File: config.mk
export PLATFORM = sky130hd
export DESIGN_NAME = dual_edge_pulse_channel
export DESIGN_NICKNAME = d
export VERILOG_FILES = /design/src/rtl/dpc_pkg.sv /design/src/rtl/dpc_shadow_xfer.sv /design/src/rtl/dpc_cmp_unit.sv /design/src/rtl/dpc_out_flag.sv /design/src/rtl/dual_edge_pulse_channel.sv
export SDC_FILE = /design/constraint.sdc
export NUM_CORES = 1
export LEC_CHECK = 0
export BUFFER_PORTS_ARGS = -buffer_cell sky130_fd_sc_hd__buf_4
export CAP_MARGIN = 30
export CORE_MARGIN = 4
export CORE_UTILIZATION = 52
export CTS_BUF_LIST = sky130_fd_sc_hd__clkbuf_8 sky130_fd_sc_hd__clkbuf_16
export CTS_CLUSTER_SIZE = 16
export DETAILED_ROUTE_END_ITERATION = 8
export PLACE_DENSITY = 0.73
export REMOVE_ABC_BUFFERS = 1
export SETUP_SLACK_MARGIN = 0.3
export SLEW_MARGIN = 20
export SYNTH_ARGS = -nofsm -noshare
export SYNTH_HDL_FRONTEND = slang
export SYNTH_SLANG_ARGS = --single-unit
File: constraint.sdc
create_clock -name clk -period 8.4 [get_ports clk]
set_clock_uncertainty 0.05 [all_clocks]
set_input_delay 0.42 -clock clk [delete_from_list [all_inputs] [get_ports clk]]
set_output_delay 0.42 -clock clk [all_outputs]
set_load 0.03 [all_outputs]
File: src/rtl/dpc_pkg.sv
package dpc_pkg;

  localparam int unsigned NUM_CMP    = 2;
  localparam int unsigned IDX_LEAD   = 0;
  localparam int unsigned IDX_TRAIL  = 1;

  typedef enum logic [1:0] {
    EV_NONE  = 2'd0,
    EV_LEAD  = 2'd1,
    EV_TRAIL = 2'd2
  } edge_ev_e;

  // Coincident matches collapse to the trailing event.
  function automatic edge_ev_e resolve_edge(input logic hit_lead, input logic hit_trail);
    if (hit_trail)     return EV_TRAIL;
    else if (hit_lead) return EV_LEAD;
    else               return EV_NONE;
  endfunction

endpackage

File: src/rtl/dpc_shadow_xfer.sv
module dpc_shadow_xfer #(
  parameter int unsigned VAL_W = 24
) (
  input  logic             clk,
  input  logic             rst_n,
  input  logic             chan_on,
  input  logic             wr_stb,
  input  logic [VAL_W-1:0] wr_data,
  input  logic             upd_hold,
  output logic [VAL_W-1:0] act_val,
  output logic             load_pulse
);

  logic [VAL_W-1:0] shadow_q;
  logic [VAL_W-1:0] act_q;
  logic             pend_q;
  logic             pend_d;

  assign load_pulse = pend_q & ~upd_hold & chan_on;
  assign act_val    = act_q;

  always_comb begin
    pend_d = pend_q;
    if (!chan_on)        pend_d = 1'b0;
    else if (wr_stb)     pend_d = 1'b1;
    else if (load_pulse) pend_d = 1'b0;
  end

  always_ff @(posedge clk or negedge rst_n) begin
    if (!rst_n) begin
      shadow_q <= '0;
      act_q    <= '0;
      pend_q   <= 1'b0;
    end else begin
      if (wr_stb)     shadow_q <= wr_data;
      if (load_pulse) act_q    <= shadow_q;
      pend_q <= pend_d;
    end
  end

  // no transfer reaches the active register while held
  assert_hold_blocks_xfer_R3: assert property (@(posedge clk) disable iff (!rst_n)
    upd_hold |=> $stable(act_val));

  // an unheld write transfers on the following clock
  assert_xfer_next_clock_R3: assert property (@(posedge clk) disable iff (!rst_n)
    (wr_stb && chan_on) |=> (load_pulse || upd_hold || !chan_on));

endmodule

File: src/rtl/dpc_cmp_unit.sv
module dpc_cmp_unit #(
  parameter int unsigned VAL_W = 24
) (
  input  logic             clk,
  input  logic             rst_n,
  input  logic             chan_on,
  input  logic             load,
  input  logic [VAL_W-1:0] ref_val,
  input  logic [VAL_W-1:0] cnt_bus,
  input  logic             cnt_adv,
  output logic             hit
);

  logic armed_q;
  logic armed_d;

  assign hit = armed_q & cnt_adv & (cnt_bus == ref_val);

  always_comb begin
    armed_d = armed_q;
    if (!chan_on)  armed_d = 1'b0;
    else if (load) armed_d = 1'b1;
    else if (hit)  armed_d = 1'b0;
  end

  always_ff @(posedge clk or negedge rst_n) begin
    if (!rst_n) armed_q <= 1'b0;
    else        armed_q <= armed_d;
  end

  // one-shot, a match without reload leaves the comparator disarmed
  assert_one_shot_R2: assert property (@(posedge clk) disable iff (!rst_n)
    (hit && !load) |=> !hit);

  // nothing matches one cycle into an idle channel
  assert_idle_disarms_R1: assert property (@(posedge clk) disable iff (!rst_n)
    (!chan_on && !load) |=> !hit);

endmodule

File: src/rtl/dpc_out_flag.sv
module dpc_out_flag
  import dpc_pkg::*;
(
  input  logic clk,
  input  logic rst_n,
  input  logic chan_on,
  input  logic out_pol,
  input  logic flag_on_lead,
  input  logic hit_lead,
  input  logic hit_trail,
  input  logic force_lead,
  input  logic force_trail,
  input  logic flag_clr,
  output logic pulse_out,
  output logic evt_flag
);

  logic     out_q, out_d;
  logic     flag_q, flag_d;
  edge_ev_e ev;

  assign ev = resolve_edge(hit_lead, hit_trail);

  always_comb begin
    out_d  = out_q;
    flag_d = flag_q;
    if (!chan_on) begin
      out_d  = ~out_pol;
      flag_d = 1'b0;
    end else begin
      case (ev)
        EV_LEAD:  out_d = out_pol;
        EV_TRAIL: out_d = ~out_pol;
        default:  out_d = out_q;
      endcase
      if (force_trail)     out_d = ~out_pol;
      else if (force_lead) out_d = out_pol;
      if (flag_clr) flag_d = 1'b0;
      if ((ev == EV_TRAIL) || ((ev == EV_LEAD) && flag_on_lead)) flag_d = 1'b1;
    end
  end

  always_ff @(posedge clk or negedge rst_n) begin
    if (!rst_n) begin
      out_q  <= 1'b0;
      flag_q <= 1'b0;
    end else begin
      out_q  <= out_d;
      flag_q <= flag_d;
    end
  end

  assign pulse_out = out_q;
  assign evt_flag  = flag_q;

  // trailing match gives the inverse polarity
  assert_trail_level_R4: assert property (@(posedge clk) disable iff (!rst_n)
    (chan_on && hit_trail && !force_lead && !force_trail) |=> (pulse_out == !$past(out_pol)));

  // lone leading match gives the polarity level
  assert_lead_level_R4: assert property (@(posedge clk) disable iff (!rst_n)
    (chan_on && hit_lead && !hit_trail && !force_lead && !force_trail) |=> (pulse_out == $past(out_pol)));

  // set beats clear
  assert_set_wins_R8: assert property (@(posedge clk) disable iff (!rst_n)
    (chan_on && hit_trail) |=> evt_flag);

  // trailing-only mode ignores leading matches for the flag
  assert_trail_only_flag_R5: assert property (@(posedge clk) disable iff (!rst_n)
    (chan_on && !flag_on_lead && !hit_trail && !flag_clr) |=> $stable(evt_flag));

  // forces leave the flag alone
  assert_force_keeps_flag_R7: assert property (@(posedge clk) disable iff (!rst_n)
    (chan_on && (force_lead || force_trail) && !hit_lead && !hit_trail && !flag_clr) |=> $stable(evt_flag));

  // idle channel clears the flag
  assert_idle_flag_low_R1: assert property (@(posedge clk) disable iff (!rst_n)
    !chan_on |=> !evt_flag);

endmodule

File: src/rtl/dual_edge_pulse_channel.sv
module dual_edge_pulse_channel
  import dpc_pkg::*;
#(
  parameter int unsigned CNT_W = 24
) (
  input  logic             clk,
  input  logic             rst_n,
  input  logic             chan_on,
  input  logic [CNT_W-1:0] wr_data,
  input  logic             lead_wr,
  input  logic             trail_wr,
  input  logic             upd_hold,
  input  logic             out_pol,
  input  logic             flag_on_lead,
  input  logic             force_lead,
  input  logic             force_trail,
  input  logic             flag_clr,
  input  logic [CNT_W-1:0] cnt_bus,
  input  logic             cnt_adv,
  output logic             pulse_out,
  output logic             evt_flag
);

  logic [1:0]         rst_sync_q;
  logic               core_rst_n;
  logic [NUM_CMP-1:0] wr_stb;
  logic [NUM_CMP-1:0] load;
  logic [NUM_CMP-1:0] hit;
  logic [CNT_W-1:0]   act_val [NUM_CMP];

  always_ff @(posedge clk or negedge rst_n) begin
    if (!rst_n) rst_sync_q <= 2'b00;
    else        rst_sync_q <= {rst_sync_q[0], 1'b1};
  end
  assign core_rst_n = rst_sync_q[1];

  assign wr_stb[IDX_LEAD]  = lead_wr;
  assign wr_stb[IDX_TRAIL] = trail_wr;

  for (genvar gi = 0; gi < NUM_CMP; gi++) begin : g_cmp
    dpc_shadow_xfer #(.VAL_W(CNT_W)) i_shadow (
      .clk        (clk),
      .rst_n      (core_rst_n),
      .chan_on    (chan_on),
      .wr_stb     (wr_stb[gi]),
      .wr_data    (wr_data),
      .upd_hold   (upd_hold),
      .act_val    (act_val[gi]),
      .load_pulse (load[gi])
    );
    dpc_cmp_unit #(.VAL_W(CNT_W)) i_cmp (
      .clk     (clk),
      .rst_n   (core_rst_n),
      .chan_on (chan_on),
      .load    (load[gi]),
      .ref_val (act_val[gi]),
      .cnt_bus (cnt_bus),
      .cnt_adv (cnt_adv),
      .hit     (hit[gi])
    );
  end

  dpc_out_flag i_out (
    .clk          (clk),
    .rst_n        (core_rst_n),
    .chan_on      (chan_on),
    .out_pol      (out_pol),
    .flag_on_lead (flag_on_lead),
    .hit_lead     (hit[IDX_LEAD]),
    .hit_trail    (hit[IDX_TRAIL]),
    .force_lead   (force_lead),
    .force_trail  (force_trail),
    .flag_clr     (flag_clr),
    .pulse_out    (pulse_out),
    .evt_flag     (evt_flag)
  );

  // reset drives both outputs low at once
  always_comb begin
    if (!rst_n) assert_reset_outputs_R10: assert (pulse_out == 1'b0 && evt_flag == 1'b0 || $isunknown(core_rst_n));
  end

endmodule

==> results.sh <==
export IMPL_io_buffers=61
export IMPL_clk_latency_ns=0.35
export IMPL_crit_arrival_ns=2.13
export IMPL_fillCellCount=637
export IMPL_critPathMaxFanout=2
export IMPL_cellLeakagePower_nw=2.333
export IMPL_fin_crit_ns=1.920
export IMPL_tritoncts="done"
export IMPL_synth_compound_area_share_pct=2.262
export IMPL_synthDistinctLibCells=27
export IMPL_synth_xor_area_share_pct=9.187
export IMPL_core_area_sq_mm=0.008299
export IMPL_synth_top_family_by_area="multiplexers"
export IMPL_start_util_pct=53.99
export IMPL_cts_resized=0
export IMPL_hold_viol=0
export IMPL_yosysSeqAreaShare_pct=58.08
export IMPL_num_rows=33
export IMPL_clock_path_buffers=2
export IMPL_die_h_microns=100.8
export IMPL_start_kind="flop"
export IMPL_first_iter_violations=90
export IMPL_antenna_cells=0
export IMPL_synth_top_cell_by_area="dfrtp_1"
export IMPL_grt_first_pass_wirelength_microns=14230
export IMPL_dr_pass1_iters=4
export IMPL_synth_area_leaders="dfrtp_1 58%, mux2_2 24%, xor2_1 6.5%, xnor2_1 2.7%, nor4_1 1.1%"
export IMPL_antenna_found_initial=0
export IMPL_cts_sinks=104
export IMPL_ant_nets=0
export IMPL_drive_above_1_share_pct=47.14
export IMPL_pin_count=62
export IMPL_maxSlewViolCount=0
export IMPL_outcome="complete, no violations"
export IMPL_met3WireLength_microns=374
export IMPL_cp_required_ns=8.61
export IMPL_netlist_area_sq_mm=0.004481
export IMPL_setup_tns_ns=0
export IMPL_stdcell_count=489
export IMPL_met1_length_microns=3933
export IMPL_area_growth_pct=18.26
export IMPL_die_area_sq_mm=0.01017
export IMPL_cts_htree_levels=3
export IMPL_grt_start_max_net_pins=57
export IMPL_cts_root_buf="clkbuf_8"
export IMPL_yosys_area_share_simple_pct=5.082
export IMPL_min_path_type="in -> reg"
export IMPL_max_freq_ghz=0.5209
export IMPL_wl_per_cell_microns=17.53
export IMPL_dp_hpwl_microns=6110
export IMPL_synthMuxAreaShare_pct=24.13
export IMPL_die_w_microns=100.8
export IMPL_p_per_area_mw_per_mm2=230.2
export IMPL_criticalPathCategory="reg -> reg"
export IMPL_syn_area_per_cell_sq_um=14.31
export IMPL_worst_slew_pin_slew_ns=0.6969
export IMPL_gp_congestion=0.8055
export IMPL_period_share_pct=22.85
export IMPL_ys_warn_count=0
export IMPL_synth_top_cell_area_share_pct=58.08
export IMPL_path_clk_slew_ns=0.09
export IMPL_final_nets=439
export IMPL_grt_pass1_vias=2829
export IMPL_syn_inst=313
export IMPL_vias=2660
export IMPL_gr_usage_all_layers_pct=18.38
export IMPL_max_cap_violations=0
export IMPL_cp_end_kind="flop"
export IMPL_wirelength_microns=8573
export IMPL_numPlacedInstances=472
export IMPL_numCtsBuffers=9
export IMPL_vias_per_cell=5.440
export IMPL_rsz0062_at_grt="no"
export IMPL_slew_headroom_pct=53.54
export IMPL_setup_viol=0
export IMPL_drc=0
export IMPL_dr_max_layer_used="met4"
export IMPL_wl_met2_microns=4121
export IMPL_grt_remaining_overflow=0
export IMPL_synthAdderAreaFrac_pct=0
export IMPL_ys_ff_latch=104
export IMPL_irDropWorstVdd_mv=0.1084
-- metrics by stage --
step           instance area (sq um)  worst slack, ns  total power, W  hold WS, ns  util [%]
4_1_cts                         5299            6.476        0.001233       0.2329     63.85
3_3_place_gp                    5059            6.271       0.0008773       0.1523     60.95
6_report                        5299            6.480        0.001220       0.2474     63.85
2_1_floorplan                   4443            5.238       0.0008025      0.07441         -
5_1_grt                         5299            6.284        0.001288       0.2245     63.85
3_5_place_dp                    5059            6.341       0.0008872       0.1544     60.95
-- critical path, stage by stage, from the launching register on --
cell,delay (ns)
dfrtp_1,0.40
xor2_1,0.19
nor4b_2,0.30
nand4_1,0.13
or3_1,0.43
o21a_1,0.13
o311ai_2,0.20
-- final cells by class --
cell class                 count  area, sq um  share of cell area [%]
sequential                   104         2606                   49.19
timing repair buffer          65        490.5                   9.256
inverter                       4        15.01                  0.2834
clock inverter                 5        78.83                   1.488
clock buffer                  11        151.4                   2.857
multi-input combinational    195         1826                   34.45
tap                          105        131.4                   2.479
-- where the power goes --
group,internal (W),leakage [nW],switching [W],total (W)
combinational,0.000131,0.977,0.0000970,0.000228
clock,0.000184,0.119,0.000162,0.000345
sequential,0.000589,1.24,0.0000575,0.000647
total,0.000904,2.33,0.000316,0.00122
-- flip-flops by register name, summed over array words and instances, names as in the netlist --
name                     flops
g_cmp.i_cmp.armed_q          2
g_cmp.i_shadow.act_val      48
g_cmp.i_shadow.pend_q        2
g_cmp.i_shadow.shadow_q     48
i_out.evt_flag               1
i_out.pulse_out              1
rst_sync_q                   2
-- synth_stat cells --
master     number
o2111ai_1       2
a21boi_1        1
xnor2_1        14
nand3_1         2
a21oi_1         3
o21ai_0         2
nor2_1          5
nor4_1          8
a221oi_1        1
or3_1           2
conb_1          1
o311ai_2        1
nor3_1          1
nand2_1         7
dfrtp_1       104
clkbuf_1        8
o21a_1          2
nor4b_2         1
buf_1           2
xor2_1         33
mux2_2         96
nand4b_1        1
nor4_2          2
o2111a_1        1
nor2b_1         4
nand4_1         5
inv_1           4
-- routing by layer --
| layer | global-route usage, % | vias to the layer above |
|---|---|---|
| met5 | 0 | - |
| li1 | - | 1234 |
| met2 | 29.47 | 57 |
| met3 | 3.599 | 13 |
| met4 | 7.461 | 0 |
| met1 | 24.60 | 1356 |
-- what timing repair did --
action	4_1_cts	5_1_grt
setup buffers	0	0
hold buffers	1	0
endpoints found under the setup margin	0	0
hold endpoints to repair	2	0
-- kinds of logic (layout without fill, tap and decap cells) --
family | count (synthesis) | in the layout
xor+xnor | 47 | 47
simple gates | 38 | 38
mux | 96 | 96
other cells | 1 | 1
flops | 104 | 104
compound gates | 13 | 13
buf+inv | 14 | 85
-- placed cells by master, fill, tap and decap left out --
| cell type | n |
|---|---|
| clkbuf_8 | 11 |
| o311ai_2 | 1 |
| nor4_2 | 2 |
| nand2_1 | 7 |
| nand4_1 | 5 |
| nand4b_1 | 1 |
| xor2_1 | 33 |
| xnor2_1 | 14 |
| buf_4 | 64 |
| nor2b_1 | 4 |
| o2111a_1 | 1 |
| mux2_2 | 96 |
| clkinv_4 | 1 |
| nor4b_2 | 1 |
| o21a_1 | 2 |
| inv_1 | 4 |
| a221oi_1 | 1 |
| or3_1 | 2 |
| nor3_1 | 1 |
| clkinv_2 | 2 |
| nor2_1 | 5 |
| o21ai_0 | 2 |
| a21boi_1 | 1 |
| nor4_1 | 8 |
| bufinv_16 | 2 |
| o2111ai_1 | 2 |
| dlygate4sd3_1 | 1 |
| dfrtp_1 | 103 |
| conb_1 | 1 |
| nand3_1 | 2 |
| a21oi_1 | 3 |
| dfrtp_4 | 1 |
-- worst paths after layout --
kind | from | to | slack, ns | depth (start not counted)
setup / recovery | g_cmp[1].i_shadow.act_val[4] | i_out.pulse_out | 6.48 | 6
hold / removal | wr_data[14] | g_cmp[0].i_shadow.shadow_q[14] | 0.25 | 2
setup reg to reg | g_cmp[1].i_shadow.act_val[4] | i_out.pulse_out | 6.48 | 6
hold reg to reg | rst_sync_q[1] | g_cmp[0].i_shadow.act_val[16] | 0.29 | 0
max in group asynchronous | rst_sync_q[1] | g_cmp[1].i_shadow.shadow_q[4] | 6.85 | 1
min in group asynchronous | rst_sync_q[1] | g_cmp[0].i_shadow.act_val[16] | 0.29 | 0
No activity file was read; power rests on OpenSTA's default activity.
